File: src/rtl/sram_ctrl_pkg.sv
package sram_ctrl_pkg;

    typedef enum logic [2:0] {
        ST_IDLE,
        ST_RD_ACCESS,
        ST_RD_RELEASE,
        ST_WR_STROBE,
        ST_WR_HOLD
    } ctrl_state_e;

    // Round a nanosecond requirement up to whole clock cycles, at least one.
    function automatic int unsigned ns_to_cycles(input int unsigned t_ns,
                                                 input int unsigned period_ns);
        int unsigned c;
        c = (t_ns + period_ns - 1) / period_ns;
        if (c < 1) c = 1;
        return c;
    endfunction

    function automatic int unsigned max2(input int unsigned a, input int unsigned b);
        return (a > b) ? a : b;
    endfunction

endpackage

File: src/rtl/sram_phase_timer.sv
module sram_phase_timer #(
    parameter int unsigned CNT_W = 4
) (
    input  logic             clk,
    input  logic             rst_n,
    input  logic             load,
    input  logic [CNT_W-1:0] load_val,
    output logic             expired
);
    logic [CNT_W-1:0] cnt;

    always_ff @(posedge clk or negedge rst_n) begin
        if (!rst_n)
            cnt <= '0;
        else if (load)
            cnt <= load_val;
        else if (cnt != '0)
            cnt <= cnt - 1'b1;
    end

    assign expired = (cnt == '0);
endmodule

File: src/rtl/sram_lane_gate.sv
module sram_lane_gate #(
    parameter int unsigned LANES  = 2,
    parameter int unsigned LANE_W = 8
) (
    input  logic                      clk,
    input  logic                      rst_n,
    input  logic [LANES-1:0]          lane_sel,
    input  logic                      strobe_on,
    output logic [LANES-1:0]          lane_en_n,
    input  logic [LANES*LANE_W-1:0]   bus_in,
    input  logic                      capture,
    output logic [LANES*LANE_W-1:0]   captured
);
    for (genvar g = 0; g < LANES; g++) begin : g_lane
        assign lane_en_n[g] = !(strobe_on && lane_sel[g]);

        always_ff @(posedge clk or negedge rst_n) begin
            if (!rst_n)
                captured[g*LANE_W +: LANE_W] <= '0;
            else if (capture)
                captured[g*LANE_W +: LANE_W] <= lane_sel[g] ? bus_in[g*LANE_W +: LANE_W]
                                                            : '0;
        end
    end
endmodule

File: src/rtl/sram_async_ctrl.sv
module sram_async_ctrl
    import sram_ctrl_pkg::*;
#(
    parameter int unsigned CLK_PERIOD_NS = 8,
    parameter int unsigned ADDR_W        = 18,
    parameter int unsigned DATA_W        = 16,
    parameter int unsigned T_READ_CYC    = 55,
    parameter int unsigned T_ADDR_ACC    = 55,
    parameter int unsigned T_OE_ACC      = 30,
    parameter int unsigned T_BUS_REL     = 20,
    parameter int unsigned T_WR_PULSE    = 40,
    parameter int unsigned T_WR_CYC      = 55,
    parameter int unsigned T_DATA_SETUP  = 25,
    parameter int unsigned T_ADDR_TO_END = 50
) (
    input  logic                    clk,
    input  logic                    rst_n,
    input  logic                    req_valid,
    output logic                    req_ready,
    input  logic                    req_write,
    input  logic [ADDR_W-1:0]       req_addr,
    input  logic [DATA_W-1:0]       req_wdata,
    input  logic [DATA_W/8-1:0]     req_mask,
    output logic                    rsp_valid,
    output logic [DATA_W-1:0]       rsp_rdata,
    output logic [ADDR_W-1:0]       mem_addr,
    output logic                    mem_ce_n,
    output logic                    mem_oe_n,
    output logic                    mem_we_n,
    output logic [DATA_W/8-1:0]     mem_be_n,
    output logic [DATA_W-1:0]       mem_dq_out,
    output logic                    mem_dq_drive,
    input  logic [DATA_W-1:0]       mem_dq_in
);
    localparam int unsigned LANES   = DATA_W / 8;
    localparam int unsigned P       = CLK_PERIOD_NS;
    localparam int unsigned RD_LEN  = max2(max2(ns_to_cycles(T_ADDR_ACC, P),
                                                ns_to_cycles(T_OE_ACC, P)),
                                           ns_to_cycles(T_READ_CYC, P));
    localparam int unsigned REL_LEN = ns_to_cycles(T_BUS_REL, P);
    localparam int unsigned WR_LEN  = max2(max2(ns_to_cycles(T_WR_PULSE, P),
                                                ns_to_cycles(T_ADDR_TO_END, P)),
                                           max2(ns_to_cycles(T_DATA_SETUP, P),
                                                ns_to_cycles(T_WR_CYC, P) - 1));
    localparam int unsigned LONGEST = max2(max2(RD_LEN, WR_LEN), REL_LEN);
    localparam int unsigned CNT_W   = $clog2(LONGEST + 1);

    ctrl_state_e state, next_state;

    logic [ADDR_W-1:0]  op_addr;
    logic [DATA_W-1:0]  op_wdata;
    logic [LANES-1:0]   op_mask;
    logic               accept;
    logic               tmr_load;
    logic [CNT_W-1:0]   tmr_val;
    logic               tmr_done;
    logic               capture;
    logic               strobe_on;

    assign accept   = req_valid && (state == ST_IDLE);
    assign capture  = (state == ST_RD_ACCESS) && tmr_done;
    assign tmr_load = accept || capture;
    assign tmr_val  = accept ? (req_write ? CNT_W'(WR_LEN - 1) : CNT_W'(RD_LEN - 1))
                             : CNT_W'(REL_LEN - 1);

    sram_phase_timer #(.CNT_W(CNT_W)) u_timer (
        .clk      (clk),
        .rst_n    (rst_n),
        .load     (tmr_load),
        .load_val (tmr_val),
        .expired  (tmr_done)
    );

    sram_lane_gate #(.LANES(LANES), .LANE_W(8)) u_lanes (
        .clk       (clk),
        .rst_n     (rst_n),
        .lane_sel  (op_mask),
        .strobe_on (strobe_on),
        .lane_en_n (mem_be_n),
        .bus_in    (mem_dq_in),
        .capture   (capture),
        .captured  (rsp_rdata)
    );

    // State register and request latch
    always_ff @(posedge clk or negedge rst_n) begin
        if (!rst_n) begin
            state     <= ST_IDLE;
            op_addr   <= '0;
            op_wdata  <= '0;
            op_mask   <= '0;
            rsp_valid <= 1'b0;
        end else begin
            state     <= next_state;
            rsp_valid <= capture || ((state == ST_WR_STROBE) && tmr_done);
            if (accept) begin
                op_addr  <= req_addr;
                op_wdata <= req_wdata;
                op_mask  <= req_mask;
            end
        end
    end

    // Transitions
    always_comb begin
        next_state = state;
        unique case (state)
            ST_IDLE:       if (req_valid) next_state = req_write ? ST_WR_STROBE : ST_RD_ACCESS;
            ST_RD_ACCESS:  if (tmr_done)  next_state = ST_RD_RELEASE;
            ST_RD_RELEASE: if (tmr_done)  next_state = ST_IDLE;
            ST_WR_STROBE:  if (tmr_done)  next_state = ST_WR_HOLD;
            ST_WR_HOLD:                   next_state = ST_IDLE;
            default:                      next_state = ST_IDLE;
        endcase
    end

    // Pin decode
    always_comb begin
        req_ready    = 1'b0;
        mem_ce_n     = 1'b1;
        mem_oe_n     = 1'b1;
        mem_we_n     = 1'b1;
        strobe_on    = 1'b0;
        mem_dq_drive = 1'b0;
        unique case (state)
            ST_IDLE:       req_ready = 1'b1;
            ST_RD_ACCESS: begin
                mem_ce_n  = 1'b0;
                mem_oe_n  = 1'b0;
                strobe_on = 1'b1;
            end
            ST_RD_RELEASE: ;
            ST_WR_STROBE: begin
                mem_ce_n     = 1'b0;
                mem_we_n     = 1'b0;
                strobe_on    = 1'b1;
                mem_dq_drive = 1'b1;
            end
            ST_WR_HOLD:    mem_dq_drive = 1'b1;
            default: ;
        endcase
    end

    assign mem_addr   = op_addr;
    assign mem_dq_out = op_wdata;
endmodule

File: config.mk
export PLATFORM = sky130hd
export DESIGN_NAME = sram_async_ctrl
export DESIGN_NICKNAME = d
export VERILOG_FILES = /design/src/rtl/sram_ctrl_pkg.sv /design/src/rtl/sram_phase_timer.sv /design/src/rtl/sram_lane_gate.sv /design/src/rtl/sram_async_ctrl.sv
export SDC_FILE = /design/constraint.sdc
export NUM_CORES = 1
export LEC_CHECK = 0
export ABC_AREA = 1
export BUFFER_PORTS_ARGS = -buffer_cell sky130_fd_sc_hd__buf_4
export CORE_ASPECT_RATIO = 1.75
export CORE_MARGIN = 5
export CORE_UTILIZATION = 51
export CTS_CLUSTER_DIAMETER = 60
export CTS_CLUSTER_SIZE = 24
export DETAILED_ROUTE_END_ITERATION = 7
export PLACE_DENSITY = 0.86
export SYNTH_ARGS = -nofsm -noshare
export SYNTH_HDL_FRONTEND = slang
export SYNTH_SLANG_ARGS = --single-unit
File: constraint.sdc
create_clock -name clk -period 2.9 [get_ports clk]
set_input_delay 0.87 -clock clk [delete_from_list [all_inputs] [get_ports clk]]
set_output_delay 0.87 -clock clk [all_outputs]
set_load 0.1 [all_outputs]
==> run_summary.xml <==
<?xml version="1.0" encoding="UTF-8"?>
<metrics>
  <group name="layout">
    <metric name="flow.area_growth_from_synthesis" unit="%">37.7</metric>
    <metric name="final_non_filler_cell_total" unit="">446</metric>
    <metric name="final_common_cell" unit="">nand2_1</metric>
    <metric name="num_antenna_cells" unit="">0</metric>
    <metric name="leading_cell_types_in_the_layout_fill_and_taps_excluded" unit="">nand2_1 (118), buf_4 (115), dfrtp_1 (59), nand3_1 (29), o21ai_2 (17)</metric>
    <metric name="fillCellCount" unit="">407</metric>
    <metric name="final_layout_size_suffix_gt1_frac" unit="">0.427</metric>
    <metric name="final_nets" unit="">444</metric>
  </group>
  <group name="timing">
    <metric name="max_slew.worst_pin.slew" unit="ns">0.721</metric>
    <metric name="rsz0062_at_grt" unit="">no</metric>
    <metric name="totalNegativeSetupSlack" unit="ns">0</metric>
    <metric name="worst_slack" unit="ns">0.509</metric>
    <metric name="maxSlewHeadroom" unit="">0.519</metric>
    <metric name="finalSetupViolations" unit="">0</metric>
    <metric name="period_needed" unit="ns">2.39</metric>
    <metric name="drv_slew" unit="">0</metric>
    <metric name="finClkSkew" unit="ns">0.00559</metric>
    <metric name="hold_viol_final" unit="">0</metric>
    <metric name="max_freq" unit="GHz">0.418</metric>
    <metric name="timing.final.crit_share" unit="">0.824</metric>
  </group>
  <group name="placement">
    <metric name="place_hpwl" unit="um">4740</metric>
    <metric name="dp.cells" unit="">430</metric>
    <metric name="port_buffers" unit="">113</metric>
    <metric name="pre_cts_slack" unit="ns">0.867</metric>
    <metric name="routabilityCongestion" unit="">0.786</metric>
  </group>
  <group name="worst_setup_path">
    <metric name="critical_path_buffers_and_inverters" unit="">1</metric>
    <metric name="slowest_delay" unit="ns">0.45</metric>
    <metric name="worstPathArrival" unit="ns">1.52</metric>
    <metric name="critPathCaptureType" unit="">primary output</metric>
    <metric name="crit_family" unit="">flip-flops</metric>
    <metric name="slowest_cp_cell" unit="">dfrtp_1</metric>
    <metric name="critical_path.max_fanout" unit="">6</metric>
    <metric name="category_of_the_most_critical_setup_path" unit="">flip-flop to primary output</metric>
    <metric name="timing.critical_path.cells" unit="">nor2_4 &gt; nand2_1 &gt; o21ai_2 &gt; buf_4</metric>
    <metric name="critical_path.startpoint_type" unit="">flip-flop</metric>
    <metric name="r2r_setup_slack" unit="ns">0.87</metric>
    <metric name="crit_required" unit="ns">2.03</metric>
  </group>
  <group name="route">
    <metric name="antenna_left" unit="">0</metric>
    <metric name="drt_drc" unit="">0</metric>
    <metric name="routed_wirelength" unit="um">6380</metric>
    <metric name="routed_via_density" unit="">5.03</metric>
    <metric name="avgRoutedWirePerCell" unit="um">14.3</metric>
    <metric name="dr.first_iter.drc_count" unit="">106</metric>
    <metric name="first_pass_iters" unit="">4</metric>
    <metric name="vias" unit="">2242</metric>
  </group>
  <group name="grt">
    <metric name="grt_first_pass_wirelength" unit="um">10300</metric>
    <metric name="grt_pass1_vias" unit="">2274</metric>
    <metric name="initial_antenna_violation_count" unit="">0</metric>
    <metric name="maximum_number_of_pins_on_one_net_before_global_route_repair" unit="">60</metric>
    <metric name="gr-usage-all-layers" unit="">0.193</metric>
    <metric name="global_route_congestion_overflow_total" unit="">0</metric>
  </group>
  <group name="clocking">
    <metric name="post_cts.repair.setup_buffers" unit="">0</metric>
    <metric name="cts-htree-levels" unit="">3</metric>
    <metric name="clock-sinks" unit="">59</metric>
    <metric name="clock-root-buffer" unit="">clkbuf_8</metric>
    <metric name="cts-resized-gates" unit="">0</metric>
    <metric name="clk_path_buf_depth" unit="">2</metric>
    <metric name="inserted_clock_buffers" unit="">9</metric>
    <metric name="cts_hold_repair.buffers" unit="">0</metric>
    <metric name="clk_latency" unit="ns">0.33</metric>
    <metric name="path_clk_slew" unit="ns">0.06</metric>
    <metric name="cts_tree" unit="">done</metric>
  </group>
  <group name="synthesis">
    <metric name="ys_seq_area_frac" unit="">0.552</metric>
    <metric name="synth_ff_type" unit="">dfrtp_1</metric>
    <metric name="syn-num-nets" unit="">335</metric>
    <metric name="synth_seq_cells" unit="">59</metric>
    <metric name="asyncSetResetFlopFracSynth" unit="">1.00</metric>
    <metric name="yosys.cell_types.count" unit="">23</metric>
    <metric name="synth_enable_flop_cells" unit="">0</metric>
    <metric name="synth_area_per_cell" unit="um^2">9.66</metric>
    <metric name="mappedNetlistArea" unit="um^2">2680</metric>
    <metric name="synthesis.instances" unit="">277</metric>
    <metric name="synthesis.yosys.warnings" unit="">0</metric>
  </group>
  <group name="flow_run">
    <metric name="cap_viol_max_count" unit="">0</metric>
  </group>
  <group name="die">
    <metric name="dieHeight" unit="um">106</metric>
    <metric name="start_util" unit="">0.518</metric>
    <metric name="row_count" unit="">35</metric>
    <metric name="design.portCount" unit="">114</metric>
    <metric name="core_region_area" unit="um^2">5170</metric>
    <metric name="fp.dieArea" unit="um^2">6850</metric>
    <metric name="chipWidth" unit="um">64.8</metric>
  </group>
  <group name="min_path">
    <metric name="hold_path_class" unit="">flip-flop to flip-flop</metric>
  </group>
  <group name="outcome">
    <metric name="status" unit="">complete, no violations</metric>
  </group>
</metrics>
cell usage after synthesis, types with 2 or more instances:
library cell | count | share of area
inv_1 | 7 | 0.0098
nor2_4 | 2 | 0.0084
buf_12 | 3 | 0.022
nand3_2 | 11 | 0.041
dfrtp_1 | 59 | 0.55
nand2_1 | 118 | 0.17
nor2_1 | 4 | 0.0056
o21ai_0 | 3 | 0.0056
buf_6 | 8 | 0.034
o21ai_2 | 16 | 0.052
nand3_1 | 29 | 0.054
buf_1 | 2 | 0.0028
inv_2 | 2 | 0.0028
buf_2 | 3 | 0.0056
ha_1 | 2 | 0.0093
stage by stage:
stage	cell area [um^2]	utilization	hold WS, ns
after CTS	3680	0.713	0.479
after global routing	3680	0.713	0.497
after floorplan	2680	-	0.483
final	3680	0.713	0.474
after global placement	3420	0.663	0.458
after detailed placement	3420	0.663	0.462
sequential cells by signal, summed over array words and instances (netlist names):
signal	cells
mem_addr	18
mem_dq_out	16
u_lanes.captured	16
state	3
u_timer.cnt	3
op_mask	2
rsp_valid	1
layout make-up:
cell class                 instances  area [um^2]  share of cell area
sequential                        59         1480               0.401
timing repair buffer             115          863               0.234
clock buffer                      12          165              0.0448
clock inverter                     4         95.1              0.0258
multi-input combinational        192          982               0.267
tap                               55         68.8              0.0187
inverter                           9         33.8             0.00917
per-layer routing:
layer | vias up | global-route usage | part of all wire
met5 | - | 0 | 0
met4 | 0 | 0.126 | 0.046
met3 | 22 | 0.0522 | 0.072
met2 | 95 | 0.335 | 0.53
met1 | 1028 | 0.198 | 0.35
li1 | 1097 | - | -
worst register-to-register path, cell delays in order, from the launching register on:
cell and delay, ns:
dfrtp_1 0.42, inv_2 0.13, nand2_4 0.07, nor2_4 0.09, buf_4 0.38, nand2_2 0.54, nand2_1 0.22, nand2_1 0.08
cell families after synthesis:
family | Yosys count | share of synthesized area
flops | 59 | 0.552
fa+ha+maj | 2 | 0.00935
xor+xnor | 1 | 0.00327
buf+inv | 26 | 0.0828
simple gates | 169 | 0.293
compound gates | 20 | 0.0598
path summary, 6_finish.rpt:
check / startpoint / end / depth (start not counted)
min in group asynchronous: rst_n / state[2] / 1
worst min-delay path: mem_addr[10] / mem_addr[10] / 2
worst min register to register: mem_addr[10] / mem_addr[10] / 2
worst max register to register: state[1] / mem_addr[15] / 7
worst max-delay path: state[2] / mem_dq_drive / 4
max in group asynchronous: rst_n / mem_dq_out[14] / 1
Power is not shown: default switching activity piles up to over one toggle a cycle in this logic, so the estimate is an artifact.
